File: src/rtl/useq_pkg.sv
package useq_pkg;
  localparam int unsigned OP_W = 4;

  localparam logic [OP_W-1:0] OP_ZERO = 4'd0;
  localparam logic [OP_W-1:0] OP_NEXT = 4'd1;
  localparam logic [OP_W-1:0] OP_LOAD = 4'd2;
  localparam logic [OP_W-1:0] OP_LOOP = 4'd3;
  localparam logic [OP_W-1:0] OP_MAP  = 4'd4;
  localparam logic [OP_W-1:0] OP_COND = 4'd5;

  typedef enum logic [1:0] {
    SRC_INC  = 2'd0,
    SRC_BR   = 2'd1,
    SRC_MAP  = 2'd2,
    SRC_ZERO = 2'd3
  } src_e;

  typedef enum logic [1:0] {
    CNT_HOLD = 2'd0,
    CNT_LOAD = 2'd1,
    CNT_DEC  = 2'd2
  } cact_e;
endpackage

File: src/rtl/useq_decode.sv
module useq_decode
  import useq_pkg::*;
(
  input  logic [OP_W-1:0] op,
  input  logic            cond_in,
  input  logic            cond_pol,
  input  logic            cnt_zero,
  output src_e            src,
  output cact_e           cact
);
  logic cond_pass;
  assign cond_pass = cond_in ^ cond_pol;

  always_comb begin
    src  = SRC_INC;
    cact = CNT_HOLD;
    unique case (op)
      OP_ZERO: src = SRC_ZERO;
      OP_LOAD: cact = CNT_LOAD;
      OP_LOOP: begin
        if (!cnt_zero) begin
          src  = SRC_BR;
          cact = CNT_DEC;
        end
      end
      OP_MAP:  src = SRC_MAP;
      OP_COND: if (cond_pass) src = SRC_BR;
      default: ;
    endcase
  end
endmodule

File: src/rtl/useq_counter.sv
module useq_counter
  import useq_pkg::*;
#(
  parameter int unsigned CW = 8
) (
  input  logic          clk,
  input  logic          rst,
  input  cact_e         cact,
  input  logic [CW-1:0] load_val,
  output logic [CW-1:0] count,
  output logic          zero
);
  localparam logic [CW-1:0] ONE = CW'(1);

  always_ff @(posedge clk) begin
    if (rst) begin
      count <= '0;
    end else begin
      case (cact)
        CNT_LOAD: count <= load_val;
        CNT_DEC:  count <= count - ONE;
        default:  count <= count;
      endcase
    end
  end

  assign zero = (count == '0);
endmodule

File: src/rtl/useq_addr.sv
module useq_addr
  import useq_pkg::*;
#(
  parameter int unsigned AW = 8
) (
  input  logic          clk,
  input  logic          rst,
  input  src_e          src,
  input  logic [AW-1:0] branch,
  input  logic [AW-1:0] map,
  output logic [AW-1:0] next_addr,
  output logic [AW-1:0] cur_addr
);
  localparam logic [AW-1:0] ONE = AW'(1);
  logic [AW-1:0] incr;

  assign incr = cur_addr + ONE;

  always_comb begin
    case (src)
      SRC_BR:   next_addr = branch;
      SRC_MAP:  next_addr = map;
      SRC_ZERO: next_addr = '0;
      default:  next_addr = incr;
    endcase
  end

  always_ff @(posedge clk) begin
    if (rst) cur_addr <= '0;
    else     cur_addr <= next_addr;
  end
endmodule

File: src/rtl/useq_top.sv
module useq_top
  import useq_pkg::*;
#(
  parameter int unsigned AW = 8,
  parameter int unsigned CW = 8,
  localparam int unsigned DW = (AW > CW) ? AW : CW
) (
  input  logic            clk,
  input  logic            rst,
  input  logic [OP_W-1:0] op,
  input  logic [DW-1:0]   branch_in,
  input  logic [AW-1:0]   map_in,
  input  logic            cond_in,
  input  logic            cond_pol,
  output logic [AW-1:0]   next_addr,
  output logic [AW-1:0]   cur_addr,
  output logic [CW-1:0]   loop_count
);
  src_e  src;
  cact_e cact;
  logic  cnt_zero;

  useq_decode u_dec (
    .op       (op),
    .cond_in  (cond_in),
    .cond_pol (cond_pol),
    .cnt_zero (cnt_zero),
    .src      (src),
    .cact     (cact)
  );

  useq_counter #(.CW(CW)) u_cnt (
    .clk      (clk),
    .rst      (rst),
    .cact     (cact),
    .load_val (branch_in[CW-1:0]),
    .count    (loop_count),
    .zero     (cnt_zero)
  );

  useq_addr #(.AW(AW)) u_addr (
    .clk       (clk),
    .rst       (rst),
    .src       (src),
    .branch    (branch_in[AW-1:0]),
    .map       (map_in),
    .next_addr (next_addr),
    .cur_addr  (cur_addr)
  );
endmodule

File: config.mk
export PLATFORM = sky130hd
export DESIGN_NAME = useq_top
export DESIGN_NICKNAME = d
export VERILOG_FILES = /design/src/rtl/useq_pkg.sv /design/src/rtl/useq_decode.sv /design/src/rtl/useq_counter.sv /design/src/rtl/useq_addr.sv /design/src/rtl/useq_top.sv
export SDC_FILE = /design/constraint.sdc
export NUM_CORES = 1
export LEC_CHECK = 0
export BUFFER_PORTS_ARGS = -buffer_cell sky130_fd_sc_hd__buf_2
export CORE_MARGIN = 4
export CORE_UTILIZATION = 44
export CTS_BUF_LIST = sky130_fd_sc_hd__clkbuf_8
export DETAILED_ROUTE_END_ITERATION = 16
export PLACE_DENSITY_LB_ADDON = 0.05
export SYNTH_ARGS = -nofsm -noshare
export SYNTH_HDL_FRONTEND = slang
export SYNTH_HIERARCHICAL = 1
export SYNTH_SLANG_ARGS = --single-unit
File: constraint.sdc
create_clock -name clk -period 2.6 [get_ports clk]
set_input_delay 0.65 -clock clk [delete_from_list [all_inputs] [get_ports clk]]
set_output_delay 0.65 -clock clk [all_outputs]
set_load 0.005 [all_outputs]
==> flow_summary_export.csv, run 1 <==
group,metric,value,unit
hold_path,hp-start,"u_addr/cur_addr[7]$_SDFF_PP0_",
sta,min_period,2.95,ns
worst_setup_path,crit_fanout,4,
logic_synthesis,synthCells,142,
logic_synthesis,syn-num-nets,170,
logic_synthesis,avgSynthCellArea,8.05,um2
cts,htreeDepth,1,
hold_path,hold_end,"u_addr/cur_addr[7]$_SDFF_PP0_",
logic_synthesis,synth_top_flop_cell,"dfxtp_1",
route,postRouteWirelength,4080,um
cts,numCtsBuffers,3,
cts,clock_latency,0.25,ns
global_routing,grt_max_degree,20,
status,status,"finished, violations left",
hold_path,hold_path.class,"reg2reg",
pwr,powerDensity,422,nW/um2
worst_setup_path,r2r_slack,0.20,ns
route,drc,0,
route,wire_per_inst,16.2,um
placement,dpl.hpwl,2640,um
worst_setup_path,reg2regPathDepth,17,
sta,tightest_slew,0.762,ns
worst_setup_path,startpoint_type,"flop",
sta,rsz0062_at_grt,"true",
logic_synthesis,ys_types,42,
logic_synthesis,ys_ff_latch,16,
die,core_area,2480,um2
route,routed-via-count,1468,
worst_setup_path,cpPeakStageDelay,0.37,ns
flow_run,max_cap_violations,0,
route,first_pass_iters,4,
cts,cts-root-buf,"clkbuf_8",
worst_setup_path,cp-end-kind,"output port",
die,ioPinCount,48,
pwr,total_power,0.790,mW
sta,setup_ws,-0.349,ns
die,row_count,18,
worst_setup_path,r2r-end,"u_addr/cur_addr[1]$_SDFF_PP0_",
worst_setup_path,cp.required,1.95,ns
sta,max_freq,339,MHz
cts,cts_max_path_buffers,2,
global_routing,overflow,0,
worst_setup_path,critical_path_class,"reg2out",
cells_and_area,n_antenna_cell,0,
route,antenna_left,0,
pwr,cellLeakagePower,0.877,nW
worst_setup_path,critPathTopFamily,"simple AND/OR/NAND/NOR gates",
logic_synthesis,synth_edf_count,0,
global_routing,grt_pass1_vias,1461,
cts,cts.sinks,16,
global_routing,grt_pass1_wl,6380,um
worst_setup_path,crit_arrival,2.30,ns
die,die_y,59.0,um
global_routing,antenna_found_initial,0,
worst_setup_path,path_buf_inv,1,
placement,port_buffers,47,
pwr,ir_drop,0.000381,V
sta,drv_slew,0,
sta,min_period_over_period,113,%
logic_synthesis,ys_async_sr_fraction,0,%
cts,cts_hold_buffers,0,
cts,clkTransAtPathRegs,0.07,ns
cells_and_area,final_nets,251,
sta,relSlewSlack,48.7,%
placement,gp_congestion,0.897,
hold_path,holdPathStages,2,
worst_setup_path,r2r-start,"u_cnt/count[0]$_SDFFE_PP0P_",
logic_synthesis,yosysWarnings,6,
cts,cts_tree,"done",
cells_and_area,syn2layout_area_growth,63.8,%
route,via_per_inst,5.83,
worst_setup_path,cpMaxStageDelayCell,"or3_1",
worst_setup_path,cp_cell_sequence,"nor4_4 -> and3_4 -> nor2_4 -> a31oi_4 -> a21oi_2 -> or3_1 -> or3_4 -> nand3_2 -> buf_2",
sta,totalNegativeSetupSlack,-1.90,ns
sta,hold_viol_final,0,
logic_synthesis,synth-seq-area-share,28.0,%
sta,finalSetupViolCount,8,
die,die_area,3480,um2
logic_synthesis,syn_area,1140,um2
worst_setup_path,cp_num_cells,9,
route,initialDrtViolationCount,68,
die,start_util,46.2,%
die,die_w,59.0,um
cells_and_area,layout-drive-gt1-share,54.1,%
status,violations,"setup timing",
sta,clock_skew,0.00209,ns
global_routing,grt_usage,23.9,%
synthesized netlist by cell type, types with 4 or more instances:
| cell type | instances | area share (%) |
|---|---|---|
| nand2_1 | 9 | 3.0 |
| a31oi_1 | 8 | 4.4 |
| nor4_1 | 4 | 2.2 |
| ha_1 | 4 | 4.4 |
| clkbuf_1 | 5 | 1.6 |
| inv_1 | 7 | 2.3 |
| dfxtp_1 | 16 | 28 |
| nand3_1 | 6 | 2.6 |
| o21ai_0 | 4 | 1.8 |
| nor2_1 | 7 | 2.3 |
| nand3b_1 | 4 | 2.6 |
| nand4_1 | 4 | 2.2 |
| a21oi_1 | 9 | 3.9 |
layout by cell type (no fill, tap or decap), drive strengths merged, types with 4 or more instances in the layout:
master / instances
a21oi: 9
buf: 85
nand3: 6
nor2: 7
nand4: 4
a31oi: 8
nor4: 4
nand3b: 4
o21ai: 4
inv: 7
ha: 4
dfxtp: 16
clkbuf: 4
nand2: 9
logic make-up (layout without fill, tap and decap cells):
logic type,count (synthesis),in the layout,share of synthesized area [%]
xor gates and xnor gates,3,3,2.30
AOI/OAI and AO/OA,40,40,23.9
buffers and inverters,16,96,6.57
DFF,16,16,28.0
and+or+nand+nor,60,60,32.2
muxes,3,3,2.74
adders and majority gates,4,4,4.38
worst max-delay path by stage:
stage	slack [ns]	from	to
after floorplan	0.01	u_cnt/count[6]$_SDFFE_PP0P_	next_addr[7]
after global placement	-0.16	u_cnt/count[6]$_SDFFE_PP0P_	next_addr[7]
after detailed placement	-0.17	u_cnt/count[6]$_SDFFE_PP0P_	next_addr[7]
after CTS	-0.36	u_cnt/count[5]$_SDFFE_PP0P_	next_addr[7]
after global routing	-0.45	u_cnt/count[5]$_SDFFE_PP0P_	next_addr[6]
final	-0.35	u_cnt/count[5]$_SDFFE_PP0P_	next_addr[7]
power by group:
group          total (mW)  internal, mW  switching (mW)
clock network       0.227         0.134          0.0925
registers           0.284         0.263          0.0210
logic               0.278         0.145           0.133
total               0.790         0.543           0.246
layout make-up:
type	count	area, um2
Multi-Input combinational cell	110	873
Fill cell	191	604
Timing Repair Buffer	85	553
Sequential cell	16	325
Clock buffer	4	55.1
Tap cell	30	37.5
Inverter	7	28.8
metrics by stage:
step	std cells	utilization [%]	setup WS [ns]	hold WS, ns	cell area [um2]
global route	252	75.6	-0.449	0.647	1870
CTS	252	73.1	-0.360	0.577	1810
floorplan	142	-	0.0124	0.503	1150
global placement	231	61.9	-0.163	0.551	1530
detailed placement	231	61.9	-0.169	0.566	1530
finish	252	75.6	-0.349	0.595	1870
routing by layer:
metal  track usage (%)  wire length (um)  vias up
met2              39.4              2020       65
met4              13.3               132        0
li1                  -                 -      710
met1              29.5              1650      679
met3              3.70               287       14
met5                 0                 0        -
what timing repair did:
| action | 4_1_cts | 5_1_grt |
|---|---|---|
| resized for setup | 30 | 14 |
| cloned | 0 | 0 |
| endpoints found under the setup margin | 8 | 9 |
| buffers inserted | 17 | 4 |
| pin swaps | 18 | 5 |
registers in the layout, indices dropped and copies added (netlist names):
name and cells:
u_cnt/count 8, u_addr/cur_addr 8
tightest hold or removal path, stage by stage (launching register included):
cell and delay [ns]:
dfxtp_1 0.33, o211ai_1 0.13, a31oi_1 0.09
(Power assumes the default switching activity.)
==> run 2: changes to the inputs <==
--- a/config.mk
+++ b/config.mk
@@ -7,7 +7,7 @@
 export LEC_CHECK = 0
 export BUFFER_PORTS_ARGS = -buffer_cell sky130_fd_sc_hd__buf_2
 export CORE_MARGIN = 4
-export CORE_UTILIZATION = 44
+export CORE_UTILIZATION = 53
 export CTS_BUF_LIST = sky130_fd_sc_hd__clkbuf_8
 export DETAILED_ROUTE_END_ITERATION = 16
 export PLACE_DENSITY_LB_ADDON = 0.05
==> constraint.sdc (replaced) <==
create_clock -name clk -period 3.5 [get_ports clk]
set_input_delay 0.875 -clock clk [delete_from_list [all_inputs] [get_ports clk]]
set_output_delay 0.875 -clock clk [all_outputs]
set_load 0.005 [all_outputs]
==> run 2 against run 1 <==
Compared with the run above: the flow now finishes without violations; sequential cell count is the same; global-route usage shrank 0.20 points; sequential share of layout area is 4.6 points higher; combinational power decreased by 49%.
==> flow_summary_export.csv, run 2 (synthesis gave the netlist of run 1 again) <==
group,metric,value,unit
sta,whs,0.538,ns
cells_and_area,layout_commonest_cell,"buf_2",
cts,htreeDepth,1,
pwr,ir_drop,0.000333,V
placement,dp_slack,0.193,ns
cells_and_area,final_util,72.9,%
cells_and_area,layout-drive-gt1-share,31.7,%
sta,rsz0062_at_grt,"false",
route,first_pass_iters,4,
cells_and_area,reg.largest.list,"u_addr/cur_addr x8, u_cnt/count x8",
worst_setup_path,crit_fanout,7,
die,die_area,2960,um2
cells_and_area,syn2layout_area_growth,27.7,%
cells_and_area,n_antenna_cell,0,
route,antenna_left,0,
hold_path,hp-start,"u_cnt/count[1]$_SDFFE_PP0P_",
cts,cts_tree,"done",
placement,port_buffers,47,
global_routing,grt_pass1_wl,5110,um
sta,clock_skew,0.00683,ns
die,row_count,16,
die,die_y,54.5,um
global_routing,grt_max_degree,20,
worst_setup_path,r2r-start,"u_cnt/count[1]$_SDFFE_PP0P_",
global_routing,grt_pass1_vias,1195,
route,initialDrtViolationCount,30,
placement,dpl_cell_area,1390,um2
global_routing,overflow,0,
hold_path,hold_end,"u_cnt/count[1]$_SDFFE_PP0P_",
cts,clkTransAtPathRegs,0.06,ns
hold_path,hold_path.class,"reg2reg",
route,routed-via-count,1326,
flow_run,max_cap_violations,0,
global_routing,grt_usage,23.7,%
hold_path,holdPathStages,2,
worst_setup_path,startpoint_type,"flop",
worst_setup_path,r2r-end,"u_cnt/count[6]$_SDFFE_PP0P_",
sta,min_period,3.31,ns
sta,drv_slew,0,
sta,totalNegativeSetupSlack,0,ns
route,drc,0,
sta,tightest_slew,0.718,ns
die,start_util,57.1,%
worst_setup_path,cp-end-kind,"output port",
die,ioPinCount,48,
cells_and_area,finalInstanceArea,1460,um2
pwr,cellLeakagePower,0.663,nW
cells_and_area,final_nets,219,
sta,setup_ws,0.188,ns
worst_setup_path,reg2regPathDepth,9,
route,via_per_inst,6.14,
global_routing,antenna_found_initial,0,
placement,dpl.hpwl,2400,um
cells_and_area,fill_cells,181,
cts,cts_max_path_buffers,2,
die,core_area,2000,um2
die,die_w,54.5,um
placement,place_inst,211,
cts,cts.sinks,16,
cts,cts-root-buf,"clkbuf_8",
worst_setup_path,critical_path_class,"reg2out",
cts,clock_latency,0.25,ns
sta,min_period_over_period,94.6,%
sta,max_freq,302,MHz
cells_and_area,fin_cells,216,
worst_setup_path,r2r_slack,1.01,ns
cts,numCtsBuffers,3,
pwr,powerDensity,338,nW/um2
worst_setup_path,crit_arrival,2.44,ns
sta,hold_viol_final,0,
status,status,"finished clean",
sta,relSlewSlack,51.7,%
pwr,total_power,0.493,mW
sta,finalSetupViolCount,0,
route,wire_per_inst,14.9,um
cells_and_area,final_cell_mix,"47 x buf_2, 16 x dfxtp_1, 9 x nand2_1",
worst_setup_path,cp.required,2.62,ns
route,postRouteWirelength,3210,um
placement,gp_congestion,0.838,
-- run 2: cell types whose count changed in the layout (fill, tap and decap cells not counted), moves of 3 or more --
cell | previous run | this run
nand2_2 | 3 | 0
nand2_1 | 4 | 9
buf_6 | 8 | 0
inv_1 | 4 | 7
dfxtp_1 | 12 | 16
dfxtp_2 | 4 | 0
buf_4 | 31 | 6
-- run 2: where the power goes --
| part | internal [mW] | switching, mW | total (mW) |
|---|---|---|---|
| combinational | 0.0698 | 0.0712 | 0.141 |
| sequential | 0.195 | 0.0174 | 0.213 |
| clock | 0.0764 | 0.0627 | 0.139 |
-- run 2: how the worst max path moves through the flow --
stage / from / end / cells past startpoint
5_1_grt: u_cnt/count[5]$_SDFFE_PP0P_ / next_addr[6] / 10
3_5_place_dp: op[2] / next_addr[6] / 8
2_1_floorplan: cond_pol / next_addr[7] / 7
4_1_cts: u_cnt/count[4]$_SDFFE_PP0P_ / next_addr[6] / 10
6_report: u_cnt/count[5]$_SDFFE_PP0P_ / next_addr[6] / 10
3_3_place_gp: op[0] / next_addr[6] / 8
-- run 2: layout make-up --
cell class	count	area, um2	area share [%]
multi-input cells	110	758	51.9
flip-flops and latches	16	320	21.9
repair buffers	53	280	19.2
clock buffers	3	41.3	2.83
well taps	27	33.8	2.31
inverters	7	26.3	1.80
-- run 2: layer usage --
layer,routed length [um],global-route usage [%],vias up,share of wire (%)
met5,0,0,-,0
met4,42,11.6,0,1.3
met3,310,3.54,5,9.7
met2,1540,39.4,67,48
met1,1320,29.5,615,41
li1,-,-,639,-
-- run 2: critical path, cell delays in order (launching register included) --
cell      delay, ns
dfxtp_1        0.37
nor4_2         0.30
and3_1         0.20
nor2_1         0.06
a31oi_1        0.19
a21oi_2        0.12
nor2b_1        0.14
buf_4          0.16
a222oi_1       0.42
nand2_1        0.10
buf_2          0.14
-- run 2: timing repair --
action                     CTS  global route
gates resized for setup      0             2
hold buffers                 0             0
setup endpoints to repair    0             7
setup buffers                0             2
